## config.mk

```make
export PLATFORM = sky130hd
export DESIGN_NAME = pwCapture
export DESIGN_NICKNAME = d
export VERILOG_FILES = /design/src/rtl/pwcPkg.sv /design/src/rtl/pwcDatapath.sv /design/src/rtl/pwcControl.sv /design/src/rtl/pwCapture.sv
export SDC_FILE = /design/constraint.sdc
export NUM_CORES = 1
export LEC_CHECK = 0
export CAP_MARGIN = 20
export CORE_MARGIN = 8
export CORE_UTILIZATION = 30
export DETAILED_ROUTE_END_ITERATION = 12
export DONT_BUFFER_PORTS = 1
export REMOVE_ABC_BUFFERS = 1
export SYNTH_ARGS = -nofsm -noshare
export SYNTH_HDL_FRONTEND = slang
export SYNTH_SLANG_ARGS = --single-unit
```

## constraint.sdc

```tcl
create_clock -name clk -period 4.6 [get_ports clk]
set_input_delay 0.69 -clock clk [delete_from_list [all_inputs] [get_ports clk]]
set_output_delay 0.69 -clock clk [all_outputs]
set_load 0.01 [all_outputs]
```

## src/rtl/pwcPkg.sv

```systemverilog
package pwcPkg;
  localparam int ADDR_W = 32;
  localparam int DATA_W = 32;

  // mode register bit positions
  localparam int M_EN    = 0;
  localparam int M_CQ    = 1;
  localparam int M_EIE   = 5;
  localparam int M_QFIE  = 8;
  localparam int M_SNOOP = 20;

  // status register bit positions
  localparam int S_BUSY  = 2;
  localparam int S_DISC  = 3;
  localparam int S_QFI   = 4;
  localparam int S_TE    = 7;
  localparam int S_FULL  = 20;

  // register select codes
  localparam logic [1:0] SEL_MODE = 2'd0;
  localparam logic [1:0] SEL_STAT = 2'd1;
  localparam logic [1:0] SEL_BASE = 2'd2;

  typedef struct packed {
    logic              startCapture;
    logic [ADDR_W-1:0] baseAddr;
  } dpStrobe_t;
endpackage

```

## src/rtl/pwcDatapath.sv

```systemverilog
module pwcDatapath
  import pwcPkg::*;
#(
  parameter int WORDS = 16
) (
  input  logic              clk,
  input  logic              rstN,
  input  logic              msgValid,
  input  logic [DATA_W-1:0] msgData,
  input  dpStrobe_t         strobes,
  output logic              frameHead,
  output logic              busy,
  output logic              doneStrobe,
  output logic              memWrEn,
  output logic [ADDR_W-1:0] memAddr,
  output logic [DATA_W-1:0] memWrData
);
  localparam int CNT_W = (WORDS > 1) ? $clog2(WORDS) : 1;
  localparam logic [CNT_W-1:0] LAST_IDX = CNT_W'(WORDS - 1);

  logic [CNT_W-1:0]  wordCnt;
  logic              capturing;
  logic [ADDR_W-1:0] heldBase;
  logic              lastFlag;
  logic              takeWord;
  logic [ADDR_W-1:0] curBase;
  logic [ADDR_W-1:0] wordOffset;

  assign frameHead  = (wordCnt == '0);
  assign takeWord   = msgValid && (strobes.startCapture || capturing);
  assign curBase    = strobes.startCapture ? strobes.baseAddr : heldBase;
  assign wordOffset = ADDR_W'(wordCnt) << 2;

  always_ff @(posedge clk) begin
    if (!rstN) begin
      wordCnt   <= '0;
      capturing <= 1'b0;
      heldBase  <= '0;
    end else begin
      if (msgValid) begin
        wordCnt <= (wordCnt == LAST_IDX) ? '0 : wordCnt + 1'b1;
      end
      if (strobes.startCapture) begin
        heldBase <= strobes.baseAddr;
      end
      if (takeWord && wordCnt == LAST_IDX) begin
        capturing <= 1'b0;
      end else if (strobes.startCapture) begin
        capturing <= 1'b1;
      end
    end
  end

  always_ff @(posedge clk) begin
    if (!rstN) begin
      memWrEn   <= 1'b0;
      memAddr   <= '0;
      memWrData <= '0;
      lastFlag  <= 1'b0;
    end else begin
      memWrEn  <= takeWord;
      lastFlag <= takeWord && (wordCnt == LAST_IDX);
      if (takeWord) begin
        memAddr   <= curBase + wordOffset;
        memWrData <= msgData;
      end
    end
  end

  assign doneStrobe = memWrEn && lastFlag;
  assign busy       = capturing || memWrEn;
endmodule

```

## src/rtl/pwcControl.sv

```systemverilog
module pwcControl
  import pwcPkg::*;
(
  input  logic              clk,
  input  logic              rstN,
  input  logic              regWr,
  input  logic [1:0]        regSel,
  input  logic [DATA_W-1:0] regWdata,
  output logic [DATA_W-1:0] regRdata,
  input  logic              msgValid,
  input  logic              msgErr,
  input  logic              frameHead,
  input  logic              dpBusy,
  input  logic              doneStrobe,
  output dpStrobe_t         strobes,
  output logic              irq,
  output logic [DATA_W-1:0] modeView,
  output logic [DATA_W-1:0] statusView,
  output logic [ADDR_W-1:0] baseView
);
  logic              modeEn, modeSnoop, modeQfie, modeEie;
  logic [ADDR_W-1:0] baseReg;
  logic              qFull, teFlag, qfiFlag, discFlag;
  logic              wrMode, wrStat, wrBase;
  logic              headSeen, dropHead;

  assign wrMode   = regWr && (regSel == SEL_MODE);
  assign wrStat   = regWr && (regSel == SEL_STAT);
  assign wrBase   = regWr && (regSel == SEL_BASE);
  assign headSeen = msgValid && frameHead && modeEn;
  assign dropHead = headSeen && (qFull || dpBusy);

  assign strobes.startCapture = headSeen && !qFull && !dpBusy;
  assign strobes.baseAddr     = baseReg;

  // configuration
  always_ff @(posedge clk) begin
    if (!rstN) begin
      modeEn    <= 1'b0;
      modeSnoop <= 1'b0;
      modeQfie  <= 1'b0;
      modeEie   <= 1'b0;
      baseReg   <= '0;
    end else begin
      if (wrMode) begin
        modeEn   <= regWdata[M_EN];
        modeQfie <= regWdata[M_QFIE];
        modeEie  <= regWdata[M_EIE];
        if (!modeEn) begin
          modeSnoop <= regWdata[M_SNOOP];
        end
      end
      if (wrBase && !modeEn) begin
        baseReg <= regWdata;
      end
    end
  end

  // status flags: a hardware set wins over a software clear
  always_ff @(posedge clk) begin
    if (!rstN) begin
      qFull    <= 1'b0;
      qfiFlag  <= 1'b0;
      discFlag <= 1'b0;
      teFlag   <= 1'b0;
    end else begin
      if (doneStrobe) begin
        qFull <= 1'b1;
      end else if (wrMode && regWdata[M_CQ]) begin
        qFull <= 1'b0;
      end

      if (doneStrobe) begin
        qfiFlag <= 1'b1;
      end else if (wrStat && regWdata[S_QFI]) begin
        qfiFlag <= 1'b0;
      end

      if (dropHead) begin
        discFlag <= 1'b1;
      end else if (wrStat && regWdata[S_DISC]) begin
        discFlag <= 1'b0;
      end

      if (msgErr) begin
        teFlag <= 1'b1;
      end else if (wrStat && regWdata[S_TE] && !modeEn) begin
        teFlag <= 1'b0;
      end
    end
  end

  always_comb begin
    modeView          = '0;
    modeView[M_EN]    = modeEn;
    modeView[M_EIE]   = modeEie;
    modeView[M_QFIE]  = modeQfie;
    modeView[M_SNOOP] = modeSnoop;

    statusView         = '0;
    statusView[S_BUSY] = dpBusy;
    statusView[S_DISC] = discFlag;
    statusView[S_QFI]  = qfiFlag;
    statusView[S_TE]   = teFlag;
    statusView[S_FULL] = qFull;

    baseView = baseReg;

    case (regSel)
      SEL_MODE: regRdata = modeView;
      SEL_STAT: regRdata = statusView;
      SEL_BASE: regRdata = baseReg;
      default:  regRdata = '0;
    endcase
  end

  assign irq = (qfiFlag && modeQfie) || (teFlag && modeEie);
endmodule

```

## src/rtl/pwCapture.sv

```systemverilog
module pwCapture
  import pwcPkg::*;
#(
  parameter int WORDS = 16
) (
  input  logic        clk,
  input  logic        rstN,
  input  logic        regWr,
  input  logic [1:0]  regSel,
  input  logic [31:0] regWdata,
  output logic [31:0] regRdata,
  input  logic        msgValid,
  input  logic [31:0] msgData,
  input  logic        msgErr,
  output logic        memWrEn,
  output logic [31:0] memAddr,
  output logic [31:0] memWrData,
  output logic        irq
);
  dpStrobe_t         strobes;
  logic              frameHead;
  logic              dpBusy;
  logic              doneStrobe;
  logic [DATA_W-1:0] modeView;
  logic [DATA_W-1:0] statusView;
  logic [ADDR_W-1:0] baseView;

  pwcControl uCtrl (
    .clk        (clk),
    .rstN       (rstN),
    .regWr      (regWr),
    .regSel     (regSel),
    .regWdata   (regWdata),
    .regRdata   (regRdata),
    .msgValid   (msgValid),
    .msgErr     (msgErr),
    .frameHead  (frameHead),
    .dpBusy     (dpBusy),
    .doneStrobe (doneStrobe),
    .strobes    (strobes),
    .irq        (irq),
    .modeView   (modeView),
    .statusView (statusView),
    .baseView   (baseView)
  );

  pwcDatapath #(.WORDS(WORDS)) uDp (
    .clk        (clk),
    .rstN       (rstN),
    .msgValid   (msgValid),
    .msgData    (msgData),
    .strobes    (strobes),
    .frameHead  (frameHead),
    .busy       (dpBusy),
    .doneStrobe (doneStrobe),
    .memWrEn    (memWrEn),
    .memAddr    (memAddr),
    .memWrData  (memWrData)
  );
endmodule

```

==> summary.txt <==
Finish
  • Post-route design area: 7390 sq um
  • Synth-to-Final Area Change: 12.6%
  • Diodes inserted: 0
  • Fraction of layout cells with a size suffix above 1: under 10%
  • Layout Nets: approximately 850
  • Finished Core Util: between 30% and 40%
  • Fillcell total: about 2,200

Synth
  • Area contributors post-synth: dfxtp_1 44%, nand2_1 11%, a21oi_1 6.4%
  • Register area share after synthesis: between 40% and 50%
  • Synth unique cells: 67
  • Top-count cell post-synth: nand2_1
  • Netlist Area Pre-Place: around 6600 sq um
  • Dominant synthesized flop cell: dfxtp_1
  • Warnings, synthesis: 0
  • Number of synthesized register bits: approximately 140
  • Synthesized area per cell: 8.19 sq um
  • Number of flops mapped to enable cells by yosys: 0
  • Post-synthesis async set-or-reset flop share: 0%
  • Cell type with the largest total area after synthesis: dfxtp_1
  • Synth top area share: between 40 and 50%
  • Top cells by instance count after synthesis: 184 x nand2_1, 143 x dfxtp_1, 84 x a21oi_1
  • Cells after Synth: 801

Timing
  • Final slew viol count: 0
  • Worst Max-Slew Pin Slew: 0.928 ns
  • Final Hold Vio Count: 0
  • Final setup vio count: 0
  • Max Clock Freq: between 200 and 300 MHz
  • Slew HR: a little under two fifths
  • Minimum clock period: between 3 and 4 ns
  • Period utilisation layout: roughly 73%
  • Final setup TNS: 0 ns
  • RSZ-0062 raised after global routing: false
  • Clock skew: ~0.0088 ns

Floorplan
  • Core Rows: 54
  • I/O pins: between 150 and 200
  • Initial core utilization: a little under a third
  • Die height: 164 microns
  • Die X-Extent: ~160 microns
  • CORE AREA: around 22,000 sq um
  • Die ar.: ~27,000 sq um

Placement
  • Final GP Congestion: between 0.8 and 0.9
  • I/O Buffers: 0
  • DP HPWL: between 10,000 and 15,000 microns
  • DP Area: 6720 sq um

Critical path
  • Crit path cell chain: or3_4 -> nor3_4 -> buf_4 -> nand2_1 -> nand2_1 -> ha_1 -> or2_2 -> and2_1 -> and3_1 -> a2111oi_0 -> a311o_1
  • Reg-to-reg setup timing slack: approximately 1.2 ns
  • CP dominant cell by count: nand2_1
  • Worst EP required: 4.96 ns
  • Crit Path Max Fanout: 25
  • CP startpoint kind: register
  • Setup crit end kind: register
  • Max stage delay cell, worst path: or3_4
  • Worst path arrival time: about 3.7 ns
  • Crit Path Category: reg2reg
  • Worst path max stage delay: between 0.4 and 0.5 ns

Job
  • Max-cap violations: 0

Route
  • First DRT Iteration DRCs: between 400 and 500
  • DRC Markers: 0
  • Via count: ~5,500
  • DR WL/cell: 18.5 microns
  • Routed vias/inst: ~5.2
  • DRT antenna net count: 0
  • Drt first pass iters: 5
  • DRT Wirelength: ~20,000 microns

Clock tree
  • Root Buffer: clkbuf_16
  • Setup bufs post-CTS: 0
  • Num CTS Buffers: 17
  • CTS tree: yes
  • Clk_lat worst skew: roughly 0.42 ns
  • Hold buffers post-CTS: 0
  • Htree depth: 4
  • Clock Tree Buf Depth: 2
  • Clk slew on worst S/H paths: roughly 0.060 ns
  • Sink Count: about 140
  • Post-CTS sizing: 0

Global routing
  • First-pass GRT wire length: about 30,000 microns
  • Initial antenna violation count: 0
  • GRT Overall Usage: around 14%
  • Number of global-route vias before repair: 5,087
  • Largest net degree at the start of global routing: 89
  • GRT overflow: 0

Power and ir drop
  • Peak supply drop: approximately 0.00021 V
  • Pwr Total: 2.96 mW
  • Pwr per Cell Area: 400 nW/um^2
  • P_leak: between 2 and 3 nW

Min path
  • Hold WC Path Type: in2reg

Outcome
  • Status: completed
-- where the power goes --
part / total (mW) / internal (mW) / switching, mW / leakage (nW)
clock: 1.58 / 1.04 / 0.534 / 0.319
sequential: 1.28 / 1.26 / 0.0241 / 1.16
combinational: 0.100 / 0.0305 / 0.0700 / 1.22
total: 2.96 / 2.33 / 0.628 / 2.70
-- sequential cells by signal, summed over array words and instances, names as in the netlist --
register	flops
uCtrl.baseView	32
uCtrl.discFlag	1
uCtrl.modeEie	1
uCtrl.modeEn	1
uCtrl.modeQfie	1
uCtrl.modeSnoop	1
uCtrl.qFull	1
uCtrl.qfiFlag	1
uCtrl.teFlag	1
uDp.capturing	1
uDp.heldBase	32
uDp.lastFlag	1
uDp.memAddr	32
uDp.memWrData	32
uDp.memWrEn	1
uDp.wordCnt	4
-- critical path, delay by kind of cell (launching register included) --
family | cells | cell delay (ns)
AOI/OAI and AO/OA | 2 | 0.60
adders and majority gates | 1 | 0.25
DFF | 1 | 0.40
buffers and inverters | 1 | 0.37
and+or+nand+nor | 7 | 1.71
-- layer usage --
| layer | track usage, % | vias to the layer above | share of wire (%) |
|---|---|---|---|
| met5 | 0 | - | 0 |
| met4 | 4.42 | 0 | 1.2 |
| met3 | 5.11 | 15 | 8.7 |
| met2 | 22.8 | 197 | 47 |
| met1 | 18.0 | 2587 | 43 |
| li1 | - | 2718 | - |
-- logic make-up (layout without fill, tap and decap cells) --
| kind of cell | Yosys count | in the layout | share of synthesized area, % |
|---|---|---|---|
| AOI/OAI and AO/OA | 158 | 158 | 14.9 |
| and+or+nand+nor | 373 | 373 | 26.3 |
| DFF | 143 | 143 | 43.6 |
| adders and majority gates | 7 | 7 | 1.45 |
| xor gates and xnor gates | 14 | 14 | 1.87 |
| buffers and inverters | 64 | 50 | 4.77 |
| muxes | 42 | 42 | 7.08 |
-- cell usage in the layout, fill, tap and decap left out, types with 7 or more instances in the layout --
cell / count
inv_1: 8
nor3_1: 14
o21ai_0: 13
nor2_1: 54
buf_4: 10
mux2i_1: 35
xnor2_1: 11
o21ai_1: 7
nand4_1: 13
and2_1: 28
and3_1: 15
nand2_1: 184
nand3_1: 42
clkbuf_16: 17
a21oi_1: 84
dfxtp_1: 143
-- cell type report --
cell class | count | area, sq um | share of cell area, %
Sequential cell | 143 | 2860 | 38.7
Clock inverter | 10 | 209 | 2.83
Timing Repair Buffer | 10 | 75.1 | 1.02
Multi-Input combinational cell | 594 | 3400 | 46.0
Tap cell | 280 | 350 | 4.74
Inverter | 9 | 36.3 | 0.491
Clock buffer | 21 | 460 | 6.23
-- final timing paths --
| check | from | endpoint | cells past startpoint |
|---|---|---|---|
| min reg2reg | uDp.heldBase[5] | uDp.heldBase[5] | 2 |
| max | uDp.capturing | uDp.memAddr[21] | 11 |
| max reg2reg | uDp.capturing | uDp.memAddr[21] | 11 |
| min | regWdata[12] | uCtrl.baseView[12] | 2 |
-- per-stage QoR --
stage          setup WS, ns  hold slack, ns  std cells
3_5_place_dp           1.21           0.458       1036
2_1_floorplan         0.565           0.444        746
5_1_grt               0.985           0.379       1067
6_report               1.23           0.397       1067
4_1_cts                1.28           0.381       1067
3_3_place_gp           1.27           0.460       1036
No activity file was read; power rests on OpenSTA's default activity.
